==> src/rtl/vew_pkg.sv <==
package vew_pkg;

  typedef enum logic [1:0] {
    ST_IDLE = 2'd0,
    ST_RUN  = 2'd1,
    ST_FIN  = 2'd2
  } walk_state_t;

  typedef struct packed {
    logic [2:0] lanes;  // elements per 32-bit register
    logic [2:0] shift;  // log2 of element width in bits
  } width_dec_t;

  function automatic width_dec_t decode_width(input logic [2:0] code);
    width_dec_t d;
    case (code)
      3'b001:  begin d.lanes = 3'd4; d.shift = 3'd3; end
      3'b010:  begin d.lanes = 3'd2; d.shift = 3'd4; end
      default: begin d.lanes = 3'd1; d.shift = 3'd5; end
    endcase
    return d;
  endfunction

endpackage

==> src/rtl/vew_ctrl.sv <==
module vew_ctrl
  import vew_pkg::*;
#(
  parameter int MAX_SPAN = 4,
  parameter int SPAN_W   = 3,
  localparam int MAX_ELEM = MAX_SPAN * 4,
  localparam int IDX_W    = $clog2(MAX_ELEM),
  localparam int LEN_W    = $clog2(MAX_ELEM + 1),
  localparam int GRP_W    = (MAX_SPAN > 1) ? $clog2(MAX_SPAN) : 1
) (
  input  logic                clk,
  input  logic                rst_n,
  input  logic                start,
  input  logic [2:0]          width_code,
  input  logic [SPAN_W-1:0]   span,
  input  logic [LEN_W-1:0]    req_len,
  input  logic [MAX_ELEM-1:0] pred_mask,
  input  logic                out_ready,
  output logic                load,
  output logic                run,
  output logic [IDX_W-1:0]    idx,
  output logic                en,
  output logic [GRP_W-1:0]    grp,
  output logic [4:0]          lane_off,
  output logic [5:0]          ew_bits,
  output logic                done,
  output logic                busy
);

  walk_state_t         state;
  logic [LEN_W-1:0]    limit;
  logic [MAX_ELEM-1:0] pred_q;
  logic [1:0]          lane, lanes_m1;
  logic [2:0]          shift_q;

  width_dec_t          dec;
  logic [LEN_W-1:0]    span_c, max_e, lim_n;
  logic                last, in_len;

  always_comb begin
    dec    = decode_width(width_code);
    span_c = (span > SPAN_W'(MAX_SPAN)) ? LEN_W'(MAX_SPAN) : LEN_W'(span);
    max_e  = LEN_W'(span_c * LEN_W'(dec.lanes));
    lim_n  = (req_len > max_e) ? max_e : req_len;
  end

  assign load     = (state == ST_IDLE) && start;
  assign run      = (state == ST_RUN);
  assign done     = (state == ST_FIN);
  assign busy     = (state != ST_IDLE);
  assign in_len   = LEN_W'(idx) < limit;
  assign last     = LEN_W'(idx) == (limit - LEN_W'(1));
  assign en       = pred_q[idx] & in_len;
  assign lane_off = 5'({3'b000, lane} << shift_q);
  assign ew_bits  = 6'(6'd1 << shift_q);

  always_ff @(posedge clk) begin
    if (!rst_n) begin
      state    <= ST_IDLE;
      limit    <= '0;
      pred_q   <= '0;
      lane     <= '0;
      lanes_m1 <= '0;
      shift_q  <= 3'd5;
      idx      <= '0;
      grp      <= '0;
    end else begin
      case (state)
        ST_IDLE: if (start) begin
          limit    <= lim_n;
          pred_q   <= pred_mask;
          lanes_m1 <= 2'(dec.lanes - 3'd1);
          shift_q  <= dec.shift;
          idx      <= '0;
          lane     <= '0;
          grp      <= '0;
          state    <= (lim_n == '0) ? ST_FIN : ST_RUN;
        end
        ST_RUN: if (out_ready) begin
          if (last) begin
            state <= ST_FIN;
          end else begin
            idx <= idx + IDX_W'(1);
            if (lane == lanes_m1) begin
              lane <= '0;
              grp  <= grp + GRP_W'(1);
            end else begin
              lane <= lane + 2'd1;
            end
          end
        end
        default: state <= ST_IDLE;
      endcase
    end
  end

  assert_hold_R9: assert property (@(posedge clk) disable iff (!rst_n)
    run && !out_ready |=> run && $stable(idx) && $stable(lane) && $stable(grp));

  assert_step_R9: assert property (@(posedge clk) disable iff (!rst_n)
    run && out_ready && !last |=> run && (idx == $past(idx) + IDX_W'(1)));

  assert_regstep_R3: assert property (@(posedge clk) disable iff (!rst_n)
    run && out_ready && !last && (lane == lanes_m1) |=> (lane == 2'd0) && (grp == $past(grp) + GRP_W'(1)));

  assert_lane_range_R2: assert property (@(posedge clk) disable iff (!rst_n)
    run |-> lane <= lanes_m1);

  assert_in_len_R5: assert property (@(posedge clk) disable iff (!rst_n)
    run |-> in_len);

  assert_done_pulse_R10: assert property (@(posedge clk) disable iff (!rst_n)
    done |=> !done && !run);

  assert_ignore_start_R11: assert property (@(posedge clk) disable iff (!rst_n)
    busy && start |=> $stable(limit) && $stable(pred_q) && $stable(shift_q));

endmodule

==> src/rtl/vew_opsel.sv <==
module vew_opsel #(
  parameter int REG_W = 5,
  parameter int GRP_W = 2
) (
  input  logic             clk,
  input  logic             rst_n,
  input  logic             load,
  input  logic [REG_W-1:0] base_i,
  input  logic             vec_i,
  input  logic             run_i,
  input  logic [GRP_W-1:0] grp_i,
  input  logic [4:0]       off_i,
  output logic [REG_W-1:0] reg_o,
  output logic [4:0]       off_o
);

  logic [REG_W-1:0] base_q;
  logic             vec_q;

  always_ff @(posedge clk) begin
    if (!rst_n) begin
      base_q <= '0;
      vec_q  <= 1'b0;
    end else if (load) begin
      base_q <= base_i;
      vec_q  <= vec_i;
    end
  end

  assign reg_o = vec_q ? REG_W'(base_q + REG_W'(grp_i)) : base_q;
  assign off_o = vec_q ? off_i : 5'd0;

  assert_scalar_fixed_R7: assert property (@(posedge clk) disable iff (!rst_n)
    run_i && $past(run_i) && !vec_q |-> $stable(reg_o) && (off_o == 5'd0));

endmodule

==> src/rtl/vec_elem_walker.sv <==
module vec_elem_walker #(
  parameter int MAX_SPAN = 4,
  parameter int SPAN_W   = 3,
  parameter int REG_W    = 5,
  localparam int MAX_ELEM = MAX_SPAN * 4,
  localparam int IDX_W    = $clog2(MAX_ELEM),
  localparam int LEN_W    = $clog2(MAX_ELEM + 1)
) (
  input  logic                clk,
  input  logic                rst_n,
  input  logic                start,
  input  logic [2:0]          width_code,
  input  logic [SPAN_W-1:0]   span,
  input  logic [LEN_W-1:0]    req_len,
  input  logic [MAX_ELEM-1:0] pred_mask,
  input  logic [REG_W-1:0]    a_base,
  input  logic                a_vec,
  input  logic [REG_W-1:0]    b_base,
  input  logic                b_vec,
  input  logic                out_ready,
  output logic                out_valid,
  output logic [IDX_W-1:0]    out_idx,
  output logic                out_en,
  output logic [5:0]          out_width,
  output logic [REG_W-1:0]    a_reg,
  output logic [4:0]          a_off,
  output logic [REG_W-1:0]    b_reg,
  output logic [4:0]          b_off,
  output logic                done,
  output logic                busy
);

  localparam int GRP_W = (MAX_SPAN > 1) ? $clog2(MAX_SPAN) : 1;
  localparam int NOPS  = 2;

  logic             load, run;
  logic [GRP_W-1:0] grp;
  logic [4:0]       lane_off;

  logic [NOPS-1:0][REG_W-1:0] op_base, op_reg;
  logic [NOPS-1:0]            op_vec;
  logic [NOPS-1:0][4:0]       op_off;

  assign op_base = {b_base, a_base};
  assign op_vec  = {b_vec, a_vec};

  vew_ctrl #(.MAX_SPAN(MAX_SPAN), .SPAN_W(SPAN_W)) u_ctrl (
    .clk(clk), .rst_n(rst_n), .start(start), .width_code(width_code),
    .span(span), .req_len(req_len), .pred_mask(pred_mask),
    .out_ready(out_ready), .load(load), .run(run), .idx(out_idx),
    .en(out_en), .grp(grp), .lane_off(lane_off), .ew_bits(out_width),
    .done(done), .busy(busy)
  );

  for (genvar g = 0; g < NOPS; g++) begin : g_op
    vew_opsel #(.REG_W(REG_W), .GRP_W(GRP_W)) u_sel (
      .clk(clk), .rst_n(rst_n), .load(load), .base_i(op_base[g]),
      .vec_i(op_vec[g]), .run_i(run), .grp_i(grp), .off_i(lane_off),
      .reg_o(op_reg[g]), .off_o(op_off[g])
    );
  end

  assign out_valid = run;
  assign a_reg = op_reg[0];
  assign a_off = op_off[0];
  assign b_reg = op_reg[1];
  assign b_off = op_off[1];

  assert_no_valid_when_idle_R1: assert property (@(posedge clk) disable iff (!rst_n)
    !busy |-> !out_valid && !done);

  assert_valid_hold_R9: assert property (@(posedge clk) disable iff (!rst_n)
    out_valid && !out_ready |=> out_valid && $stable(a_reg) && $stable(a_off)
      && $stable(b_reg) && $stable(b_off) && $stable(out_en));

endmodule

==> config.mk <==
export PLATFORM = sky130hd
export DESIGN_NAME = vec_elem_walker
export DESIGN_NICKNAME = d
export VERILOG_FILES = /design/src/rtl/vew_pkg.sv /design/src/rtl/vew_ctrl.sv /design/src/rtl/vew_opsel.sv /design/src/rtl/vec_elem_walker.sv
export SDC_FILE = /design/constraint.sdc
export NUM_CORES = 1
export LEC_CHECK = 0
export BUFFER_PORTS_ARGS = -buffer_cell sky130_fd_sc_hd__buf_2
export CAP_MARGIN = 20
export CORE_ASPECT_RATIO = 1.75
export CORE_MARGIN = 5
export CORE_UTILIZATION = 42
export DETAILED_ROUTE_END_ITERATION = 10
export GPL_ROUTABILITY_DRIVEN = 0
export SYNTH_ARGS = -nofsm -noshare
export SYNTH_HDL_FRONTEND = slang
export SYNTH_HIERARCHICAL = 1
export SYNTH_SLANG_ARGS = --single-unit
==> constraint.sdc <==
create_clock -name clk -period 7 [get_ports clk]
set_clock_uncertainty 0.2 [all_clocks]
set_input_delay 0.7 -clock clk [delete_from_list [all_inputs] [get_ports clk]]
set_output_delay 0.7 -clock clk [all_outputs]
set_load 0.02 [all_outputs]
# --- Word-level counts from Yosys, hierarchy flattened ---
# Cells that the tools add are included.
# Widths: inputs -> output; s select.
word_totals:
  word_cells: 74
  in_bits: 43
  register_bits: 48
  latch_bits: 0
  mem_bits_ro: 0
  ram_bits: 0
  memories: 0
op_classes:
  addsub: 7
  n_mul: 1
  n_eq_ne: 11
  bitwise_logic: 1
  muxes: 27
  div_mod_pow: 0
  shift: 2
  n_reduce_logical: 9
  n_lt_le_gt_ge: 4
op_table:
  columns: ["operator", "count"]
  rows:
  - ["$mux 5", 5]
  - ["$mux 2", 11]
  - ["$mux 4", 3]
  - ["$pmux 2 s2", 3]
  - ["$pmux 6 s2", 1]
  - ["$add 5x2->5", 2]
  - ["$pmux 4 s2", 1]
  - ["$ne 2x2->1 const B", 3]
  - ["$shl 1x3->6 const A", 1]
  - ["$eq 4x5->1", 1]
  - ["$gt 5x5->1", 1]
  - ["$logic_not 5->1", 1]
  - ["$lt 4x5->1", 1]
  - ["$lt 4x5->1 const B", 1]
  - ["$mul 3x3->5", 1]
  - ["$reduce_and 5->1", 1]
  - ["$shl 2x3->5", 1]
  - ["$sub 5x1->5 const B", 1]
  - ["$add 2x1->2 const B", 2]
  - ["$add 4x1->4 const B", 1]
  - ["$bmux 1 s4", 1]
  - ["$ne 2x1->1 const B", 2]
  - ["$reduce_and 4->1", 1]
  - ["$reduce_bool 2->1", 2]
  - ["14 further kinds", 14]

# --- Longest topological paths before layout ---
# Gate-level depths: netlist (run 1).
depth:
  word_depth: 9
  depth_mapped: 15

# --- Modules after synthesis ---
# The synthesis (run 1) kept the hierarchy.
modules_own_cells:
  columns: ["module", "seq_area_each_um2", "area_each_um2", "n_inst", "cells_per_inst"]
  rows:
  - ["vew_ctrl", 720.7, 2356.0, 1, 284]
  - ["vew_opsel", 120.1, 455.4, 2, 44]

# --- Least setup slack after synthesis (run 1) ---
# No wires, ideal clock.
synth_timing:
  path_kind: "input-to-reg"
  start: "input port width_code[0]"
  end: "register u_ctrl.state[0]"
  n_path_buf: 0
  t_arrival_ns: 3.815
  path_slack_ns: 2.868
  stages: 14
  cell_sequence: "nand2b_1 -> a21oi_1 -> nor2b_1 -> fa_1 -> ha_1 -> inv_1 -> fa_1 -> xnor2_1 -> xnor2_1 -> ha_1 -> a31oi_1 -> o31ai_2 -> or3_1 -> a31o_2"
synth_between:
  elab_chain_cells: 9
  word_cells_on_any_way: 10
synth_lines:
  columns: ["item", "line_no", "text"]
  rows:
  - ["from (decl)", "vec_elem_walker.sv:12", "input logic [2:0] width_code,"]
  - ["$eq 3x2->1 / $eq 3x1->1 (equally long branches)", "vew_pkg.sv:16", "case (code)"]
  - ["$pmux 6 s2 *", "vew_pkg.sv:16", null]
  - ["$mul 3x3->5 *", "vew_ctrl.sv:43", "max_e = LEN_W'(span_c * LEN_W'(dec.lanes));"]
  - ["$gt 5x5->1", "vew_ctrl.sv:44", "lim_n = (req_len > max_e) ? max_e : req_len;"]
  - ["$mux 5 *", "vew_ctrl.sv:44", null]
  - ["$logic_not 5->1 *", "vew_ctrl.sv:77", "state <= (lim_n == '0) ? ST_FIN : ST_RUN;"]
  - ["$mux 2 *", "vew_ctrl.sv:77", null]
  - ["$mux 2 *", "vew_ctrl.sv:69", "ST_IDLE: if (start) begin"]
  - ["$pmux 2 s2 *", "vew_ctrl.sv:68", "case (state)"]
  - ["to (signal assigned)", "vew_ctrl.sv:77", null]
  - ["to (decl)", "vew_ctrl.sv:30", "walk_state_t state;"]
# Mark *: on every way between the ends. The rest lies on a longest branch, timed or not. The select of a mux whose other input is x is not followed.
# A chain may end at the register's enable or synchronous reset.

# --- Worst setup path in the final report (run 1) ---
# Ends and elaborated chain as after synthesis.

==> summary.txt, run 1 <==
STA
  – Final slew viol count: 0
  – Slew headroom: 0.461
  – Hold Vio Cnt, Final: 0
  – Setup TNS: 0 ps
  – RSZ-0062 raised after global routing: no
  – Hold_ws: 260 ps
  – Worst Max-Slew Pin Slew: 807 ps
  – Setup violations, final: 0
  – Max Fclk: 238 MHz
  – PnR worst setup slack: 2790 ps
  – Final worst path period share: 0.601
  – Min Clock Period, post-route: 4210 ps

Global routing
  – Vias in the first global route: 2748
  – Antenna violations before repair: 0
  – First-pass GRT wire length: 12800 microns
  – Largest net degree at the start of global routing: 53
  – Gr usage total: 0.158
  – Grt total ovfl: 0

Clocking
  – CTS tree: built
  – Inserted Clock Buffers: 5
  – Root buffer cell: clkbuf_16
  – # resized after CTS: 0
  – Clk sinks: 48
  – Hold buffer count at cts: 0
  – CTS Buffer Depth: 2
  – Clk Latency, worst-skew pair: 290 ps
  – Setup bufs post-CTS: 0
  – H-tree levels: 2
  – CTS clock-pin slew for the worst setup and hold paths: 60 ps

Yosys
  – Most used DFF post-synth: dfxtp_1
  – Warnings, synthesis: 6
  – Post-Syn Area per Cell: 8.78 sq um
  – Syn_nets: 437
  – Synthesized instance count: 372
  – Post-synth ARST share: 0
  – Main area contributors after synthesis: dfxtp_1, ha_1, mux2i_1, nand2_1, a21boi_0
  – Distinct cells, synth: 59
  – Yosys top cell area share: 0.294
  – Post-synthesis cell area: 0.00327 sq mm
  – Seq/Total Area, Yosys: 0.294
  – Post-synth EDFFs: 0
  – Synth top cells by count: dfxtp_1, nand2_1, inv_1
  – Flops & latches, synth: 48
  – Area leader, netlist: dfxtp_1

Setup path
  – R2r setup slk: 4500 ps
  – Critical Path RT: 6990 ps
  – Worst setup SP type: input port
  – Setup CP Type: input port to flop
  – CP max FO: 7
  – Arr. time, crit path: 4190 ps
  – Worst Setup End Kind: flop

Drt
  – Vias/cell: 5.30
  – # DRC: 0
  – DRT Wirelength: 7450 microns
  – ANT nets after route: 0
  – Pre-antenna DRT Iters: 4
  – WL/cell: 14.2 microns
  – Via Count: 2777
  – Iter 0 DRT Violations: 134

Placed design
  – Pre-CTS setup slack: 2500 ps
  – Placement Cell Area: 0.00364 sq mm
  – Post-placement cell count: 516
  – Final HPWL DP: 5600 microns
  – Buffers on Ports: 76

Floorplan
  – Die Span X: 76.7 microns
  – Core Rows: 42
  – Die Y-Extent: 127 microns
  – Full die area: 0.00971 sq mm
  – Ports: 77
  – Core region area: 0.00757 sq mm
  – Starting Density: 0.432

Layout
  – Design Area, Final: 0.00379 sq mm
  – # fillers: 770
  – Antenna cells: 0
  – Layout Area Growth over Synthesis: 16.1%
  – Share of cells above drive strength 1: 0.284
  – Non-filler cells, final: 524
  – Nets: 500
  – Final Core Density: 0.501

Power
  – Internal power: 0.542 mW
  – Switching power: 0.261 mW
  – Power density over cell area: 212 mW/mm^2
  – Logic gate share of total power: 0.276
  – Design Power: 0.804 mW
  – P_leak: 1.72 nW
  – Sequential power share: 0.415
  – Net Sw Frac: 0.325
  – Clock Power Share: 0.309
  – VDD IR max: 0.194 mV

Run status
  – Status: complete, no violations

Hold path
  – Hold Path Class: flop to flop

Run
  – Max_cap viols: 0
cell families after synthesis:
| family | count (synthesis) | synth area share |
|---|---|---|
| simple gates | 150 | 0.251 |
| compound gates | 64 | 0.147 |
| flops | 48 | 0.294 |
| buf+inv | 47 | 0.0697 |
| mux | 27 | 0.103 |
| fa+ha+maj | 22 | 0.0935 |
| xor+xnor | 14 | 0.0421 |
state kept, by name, summed over array words and instances, names as in the netlist:
name / flops
u_ctrl/pred_q: 16
g_op.u_sel/base_q: 10
u_ctrl/limit: 5
u_ctrl/idx: 4
u_ctrl/shift_q: 3
g_op.u_sel/vec_q: 2
u_ctrl/grp: 2
u_ctrl/lane: 2
u_ctrl/lanes_m1: 2
u_ctrl/state: 2
worst paths after layout:
kind / cells after the start / to / from
max: 15 / u_ctrl/state[0]$_SDFFE_PN0P_ / width_code[0]
min: 2 / u_ctrl/pred_q[3]$_SDFFE_PN0P_ / u_ctrl/pred_q[3]$_SDFFE_PN0P_
max reg2reg: 7 / u_ctrl/idx[3]$_SDFFE_PN0P_ / u_ctrl/limit[1]$_SDFFE_PN0P_
min reg2reg: 2 / u_ctrl/pred_q[3]$_SDFFE_PN0P_ / u_ctrl/pred_q[3]$_SDFFE_PN0P_
routing by layer:
metal	track usage	vias to the layer above	part of all wire
li1	-	1400	-
met1	0.175	1301	0.40
met2	0.289	66	0.53
met3	0.0362	10	0.053
met4	0.0608	0	0.016
met5	0	-	0
worst max-delay path, stage by stage:
cell and delay [ps]:
buf_2 110, nand2b_1 200, a21oi_1 310, nor2b_1 110, fa_1 500, ha_1 140
inv_1 40, fa_1 370, xnor2_1 140, xnor2_1 260, ha_1 300, a31oi_1 180
o31ai_2 190, or3_1 400, a31o_2 240
power groups by stage:
stage	combinational (mW)	clock, mW	sequential [mW]
finish	0.222	0.249	0.333
CTS	0.224	0.260	0.334
global route	0.250	0.269	0.338
floorplan	0.182	0	0.325
detailed placement	0.223	0	0.341
global placement	0.220	0	0.340
layout make-up:
class	count	area (sq um)	share of cell area
multi-input cells	277	2080	0.548
clock inverters	2	15.0	0.00396
clock buffers	6	139	0.0366
flip-flops and latches	48	961	0.253
repair buffers	78	395	0.104
inverters	25	93.8	0.0247
well taps	88	110	0.0290
cell usage in the layout (no fill, tap or decap), drive strengths merged, types with 6 or more instances in the layout:
master / instances
inv: 25
nor3: 11
nand3: 7
buf: 78
and2: 12
xnor2: 12
ha: 18
o21ai: 10
mux2i: 19
a21oi: 11
nor2b: 16
a21boi: 20
nor2: 19
nand2: 48
dfxtp: 48
clkbuf: 6
nand2b: 12
Note: power is estimated with default switching activity, not from simulation.
==> run 2, diff against run 1 <==
==> constraint.sdc (replaced) <==
create_clock -name clk -period 4.1 [get_ports clk]
set_clock_uncertainty 0.2 [all_clocks]
set_input_delay 0.41 -clock clk [delete_from_list [all_inputs] [get_ports clk]]
set_output_delay 0.41 -clock clk [all_outputs]
set_load 0.02 [all_outputs]
==> run 2 against run 1 <==
Power up 80%; critical endpoint unchanged; critical path depth unchanged; design area increased by 0.82%; cell count increased by 0.19%; via count shrank 1.3%; die area unchanged; count of clock-buffer cells in the layout stayed put.
==> summary.txt, run 2 (synthesis results as in run 1) <==
Run status
  – Status: complete, no violations

Layout
  – Most common cell after layout, fill and taps aside: buf_2
  – FF/Latch Area: 961 sq um
  – # fillers: 744
  – Nets: 501
  – Layout Area Growth over Synthesis: 17.0%
  – Commonest non-fill, non-tap cells in the layout: buf_2, dfxtp_1, nand2_1
  – Share of cells above drive strength 1: 0.286
  – Reg with most FFs: u_ctrl/pred_q
  – Multi-input logic area: 0.00208 sq mm
  – Antenna cells: 0
  – Max reg flops: 16
  – Non-filler cells, final: 525
  – Top flop regs: u_ctrl/pred_q (16), g_op.u_sel/base_q (10), u_ctrl/limit (5)

Global routing
  – First-pass GRT wire length: 12700 microns
  – Antenna violations before repair: 0
  – Gr usage total: 0.159
  – Largest net degree at the start of global routing: 53
  – Grt total ovfl: 0
  – Vias in the first global route: 2729

Clocking
  – Clk Latency, worst-skew pair: 290 ps
  – Root buffer cell: clkbuf_16
  – Clk sinks: 48
  – Inserted Clock Buffers: 5
  – Setup bufs post-CTS: 0
  – H-tree levels: 2
  – CTS Buffer Depth: 2
  – CTS tree: built
  – # resized after CTS: 0
  – Hold buffer count at cts: 0
  – CTS clock-pin slew for the worst setup and hold paths: 70 ps

Floorplan
  – Core Rows: 42
  – Die Y-Extent: 127 microns
  – Starting Density: 0.432
  – Full die area: 0.00971 sq mm
  – Die Span X: 76.7 microns
  – Ports: 77
  – Core region area: 0.00757 sq mm

STA
  – Hold Vio Cnt, Final: 0
  – Min Clock Period, post-route: 3740 ps
  – Worst Max-Slew Pin Slew: 817 ps
  – RSZ-0062 raised after global routing: no
  – Final worst path period share: 0.913
  – Slew headroom: 0.455
  – Setup TNS: 0 ps
  – Hold_ws: 164 ps
  – Final slew viol count: 0
  – Setup violations, final: 0
  – Max Fclk: 267 MHz

Drt
  – WL/cell: 14.4 microns
  – DRT Wirelength: 7540 microns
  – ANT nets after route: 0
  – # DRC: 0
  – Pre-antenna DRT Iters: 4
  – Vias/cell: 5.22
  – Iter 0 DRT Violations: 90
  – Via Count: 2742

Power
  – Power density over cell area: 378 mW/mm^2
  – P_leak: 1.74 nW
  – VDD IR max: 0.215 mV

Setup path
  – Worst Setup End Kind: flop
  – Critical Path RT: 4090 ps
  – Worst setup SP type: input port
  – Arr. time, crit path: 3740 ps
  – CP max FO: 5
  – Setup CP Type: input port to flop

Run
  – Max_cap viols: 0

Placed design
  – Buffers on Ports: 76
  – Post-placement cell count: 517
  – Final HPWL DP: 5750 microns

Hold path
  – Hold Path Class: input port to flop
run 2: through the flow:
stage	area, sq um	util	power [mW]	setup WS [ps]
floorplan	3270	-	0.865	258
global placement	3650	0.482	0.959	156
detailed placement	3650	0.482	0.966	25.8
CTS	3820	0.505	1.46	342
global route	3820	0.505	1.53	134
finish	3820	0.505	1.44	357
run 2: layout make-up:
| type | count | share of cell area |
|---|---|---|
| clock buffer | 6 | 0.0363 |
| multi-input combinational | 277 | 0.544 |
| tap | 88 | 0.0288 |
| inverter | 25 | 0.0245 |
| clock inverter | 2 | 0.0101 |
| sequential | 48 | 0.251 |
| timing repair buffer | 79 | 0.105 |
run 2: final timing paths:
kind | from | endpoint | slack (ps) | depth (start not counted)
worst max-delay path | width_code[0] | u_ctrl/state[0]$_SDFFE_PN0P_ | 360 | 15
worst max register to register | u_ctrl/limit[1]$_SDFFE_PN0P_ | u_ctrl/idx[3]$_SDFFE_PN0P_ | 1580 | 7
worst min-delay path | pred_mask[13] | u_ctrl/pred_q[13]$_SDFFE_PN0P_ | 160 | 3
worst min register to register | u_ctrl/pred_q[2]$_SDFFE_PN0P_ | u_ctrl/pred_q[2]$_SDFFE_PN0P_ | 260 | 2
run 2: power by group:
group	internal (mW)	total (mW)	switching [mW]
Combinational	0.175	0.381	0.206
Sequential	0.510	0.570	0.0599
Clock	0.306	0.493	0.187
Total	0.991	1.44	0.453
run 2: critical path, stage by stage:
cell and delay, ps:
buf_2 110, nand2b_1 190, a21oi_1 290, nor2b_1 100, fa_1 500, ha_1 140
inv_1 40, fa_1 370, xnor2_1 140, xnor2_1 250, ha_1 300, a31oi_1 170
o31ai_2 100, or3_1 370, a31o_2 240
run 2: metal layers:
| metal | vias up | part of all wire | track usage |
|---|---|---|---|
| met5 | - | 0 | 0 |
| met4 | 0 | 0.019 | 0.0731 |
| met3 | 10 | 0.052 | 0.0348 |
| met2 | 67 | 0.52 | 0.285 |
| met1 | 1269 | 0.41 | 0.175 |
| li1 | 1396 | - | - |
==> run 3, diff against run 2 <==
==> constraint.sdc (replaced) <==
create_clock -name clk -period 4.5 [get_ports clk]
set_clock_uncertainty 0.2 [all_clocks]
set_input_delay 0.45 -clock clk [delete_from_list [all_inputs] [get_ports clk]]
set_output_delay 0.45 -clock clk [all_outputs]
set_load 0.02 [all_outputs]
==> run 3 against run 2 <==
Wire length shrank 0.32%; sequential power shrank 9.1%; largest power group unchanged; largest cell class unchanged; combinational power is 9.4% lower; via count increased by 0.18%; design area down 0.82%; hold slack better by 35 ps; critical endpoint unchanged; flip-flop and latch count is the same; sequential share of layout area increased by 0.21 points; non-clock buffer count shrank 1; critical path type unchanged; core utilization fell by 0.41 points.
==> summary.txt, run 3 (synthesis results as in run 1) <==
Global routing
  – Vias in the first global route: 2757
  – Largest net degree at the start of global routing: 52
  – Antenna violations before repair: 0
  – First-pass GRT wire length: 12700 microns
  – Grt total ovfl: 0
  – Gr usage total: 0.157

Floorplan
  – Ports: 77
  – Core region area: 0.00757 sq mm
  – Full die area: 0.00971 sq mm
  – Die Y-Extent: 127 microns
  – Core Rows: 42
  – Starting Density: 0.432
  – Die Span X: 76.7 microns

Setup path
  – Worst setup SP type: input port
  – Setup CP Type: input port to flop
  – Critical Path RT: 4490 ps
  – Worst Reg2Reg Path Length in Cells: 7
  – FF-to-FF End: u_ctrl/idx[3]$_SDFFE_PN0P_
  – Crit-path max cell delay: 500 ps
  – Critical R2R Launch: u_ctrl/limit[1]$_SDFFE_PN0P_
  – R2r setup slk: 1980 ps
  – WP buf/inv: 2
  – CP Capture Point: u_ctrl/state[0]$_SDFFE_PN0P_
  – Critical path's slowest cell: fa_1
  – Origin of the worst setup path: width_code[0]
  – Crit path depth: 15
  – Critical Path, Cell by Cell: buf_2 > nand2b_1 > a21oi_1 > nor2b_1 > fa_1 > ha_1 > inv_1 > fa_1 > xnor2_1 > xnor2_1 > ha_1 > a31oi_1 > o31ai_2 > or3_1 > a31o_2
  – Arr. time, crit path: 3900 ps
  – Worst Setup End Kind: flop
  – CP top delay family: adder cells
  – CP max FO: 7

STA
  – Final worst path period share: 0.870
  – Setup TNS: 0 ps
  – Max Fclk: 255 MHz
  – Hold_ws: 199 ps
  – RSZ-0062 raised after global routing: no
  – Min Clock Period, post-route: 3910 ps
  – Setup violations, final: 0
  – Hold Vio Cnt, Final: 0
  – Final slew viol count: 0
  – Worst Max-Slew Pin Slew: 805 ps
  – Slew headroom: 0.463

Power
  – Logic gate share of total power: 0.275
  – VDD IR max: 0.317 mV
  – Switching power: 0.413 mW
  – Clock Power Share: 0.313
  – Design Power: 1.26 mW
  – Power density over cell area: 331 mW/mm^2
  – Internal power: 0.844 mW
  – Sequential power share: 0.412
  – P_leak: 1.72 nW
  – Net Sw Frac: 0.328

Clocking
  – CTS Buffer Depth: 2
  – # resized after CTS: 0
  – Hold buffer count at cts: 0
  – H-tree levels: 2
  – Inserted Clock Buffers: 5
  – CTS clock-pin slew for the worst setup and hold paths: 70 ps
  – Clk Latency, worst-skew pair: 290 ps
  – Root buffer cell: clkbuf_16
  – Setup bufs post-CTS: 0
  – CTS tree: built
  – Clk sinks: 48

Layout
  – Most common cell after layout, fill and taps aside: buf_2
  – Final Core Density: 0.501
  – Nets: 500
  – Antenna cells: 0
  – Max reg flops: 16
  – Top flop regs: u_ctrl/pred_q (16), g_op.u_sel/base_q (10), u_ctrl/limit (5)
  – Reg with most FFs: u_ctrl/pred_q
  – Layout Area Growth over Synthesis: 16.1%
  – Share of cells above drive strength 1: 0.284
  – Commonest non-fill, non-tap cells in the layout: buf_2, dfxtp_1, nand2_1

Run status
  – Status: complete, no violations

Drt
  – Iter 0 DRT Violations: 114
  – ANT nets after route: 0
  – Pre-antenna DRT Iters: 4
  – DRT Wirelength: 7510 microns
  – Via Count: 2747
  – WL/cell: 14.3 microns
  – Vias/cell: 5.24
  – # DRC: 0

Placed design
  – Buffers on Ports: 76
  – Final HPWL DP: 5720 microns

Hold path
  – Hold Path Class: input port to flop

Run
  – Max_cap viols: 0
[run 3: changes by cell type in the layout (fill, tap and decap cells not counted)]
cell | previous run | this run
clkinvlp_4 | 0 | 2
bufinv_16 | 1 | 0
buf_4 | 3 | 2
clkinv_4 | 1 | 0
[run 3: how the worst min path moves through the flow]
| stage | end | startpoint | cells past startpoint | slack [ps] |
|---|---|---|---|---|
| finish | u_ctrl/pred_q[7]$_SDFFE_PN0P_ | pred_mask[7] | 3 | 200 |
| global route | u_ctrl/pred_q[15]$_SDFFE_PN0P_ | pred_mask[15] | 3 | 200 |
| CTS | u_ctrl/pred_q[7]$_SDFFE_PN0P_ | pred_mask[7] | 3 | 190 |
| detailed placement | u_ctrl/pred_q[7]$_SDFFE_PN0P_ | u_ctrl/pred_q[7]$_SDFFE_PN0P_ | 2 | 260 |
| global placement | u_ctrl/pred_q[8]$_SDFFE_PN0P_ | u_ctrl/pred_q[8]$_SDFFE_PN0P_ | 2 | 250 |
| floorplan | u_ctrl/pred_q[15]$_SDFFE_PN0P_ | u_ctrl/pred_q[15]$_SDFFE_PN0P_ | 2 | 240 |
[run 3: final cells by class]
cell class	count	area, sq um
well taps	88	110
fillers	760	3770
flip-flops and latches	48	961
clock buffers	6	139
repair buffers	78	395
inverters	25	93.8
clock inverters	2	15.0
multi-input cells	277	2080
[run 3: worst min-delay path, cell delays in order]
cell,delay (ps)
buf_2,90
nand2_1,40
a21boi_0,60
[run 3: power groups by stage]
stage / Clock [mW] / Sequential, mW / Combinational [mW]
2_1_floorplan: 0 / 0.505 / 0.283
3_3_place_gp: 0 / 0.528 / 0.343
3_5_place_dp: 0 / 0.530 / 0.348
4_1_cts: 0.406 / 0.520 / 0.349
5_1_grt: 0.423 / 0.527 / 0.386
6_report: 0.393 / 0.518 / 0.345
[run 3: per-layer routing]
layer | track usage | vias up | share of wire
li1 | - | 1396 | -
met1 | 0.175 | 1265 | 0.41
met2 | 0.284 | 71 | 0.52
met3 | 0.0340 | 15 | 0.052
met4 | 0.0649 | 0 | 0.022
met5 | 0 | - | 0
[run 3: metrics by stage]
step / instances / setup slack, ps / cell area (sq um)
after floorplan: 372 / 618 / 3270
after global placement: 516 / 387 / 3640
after detailed placement: 516 / 278 / 3640
after CTS: 524 / 600 / 3790
after global routing: 524 / 317 / 3790
final: 524 / 585 / 3790
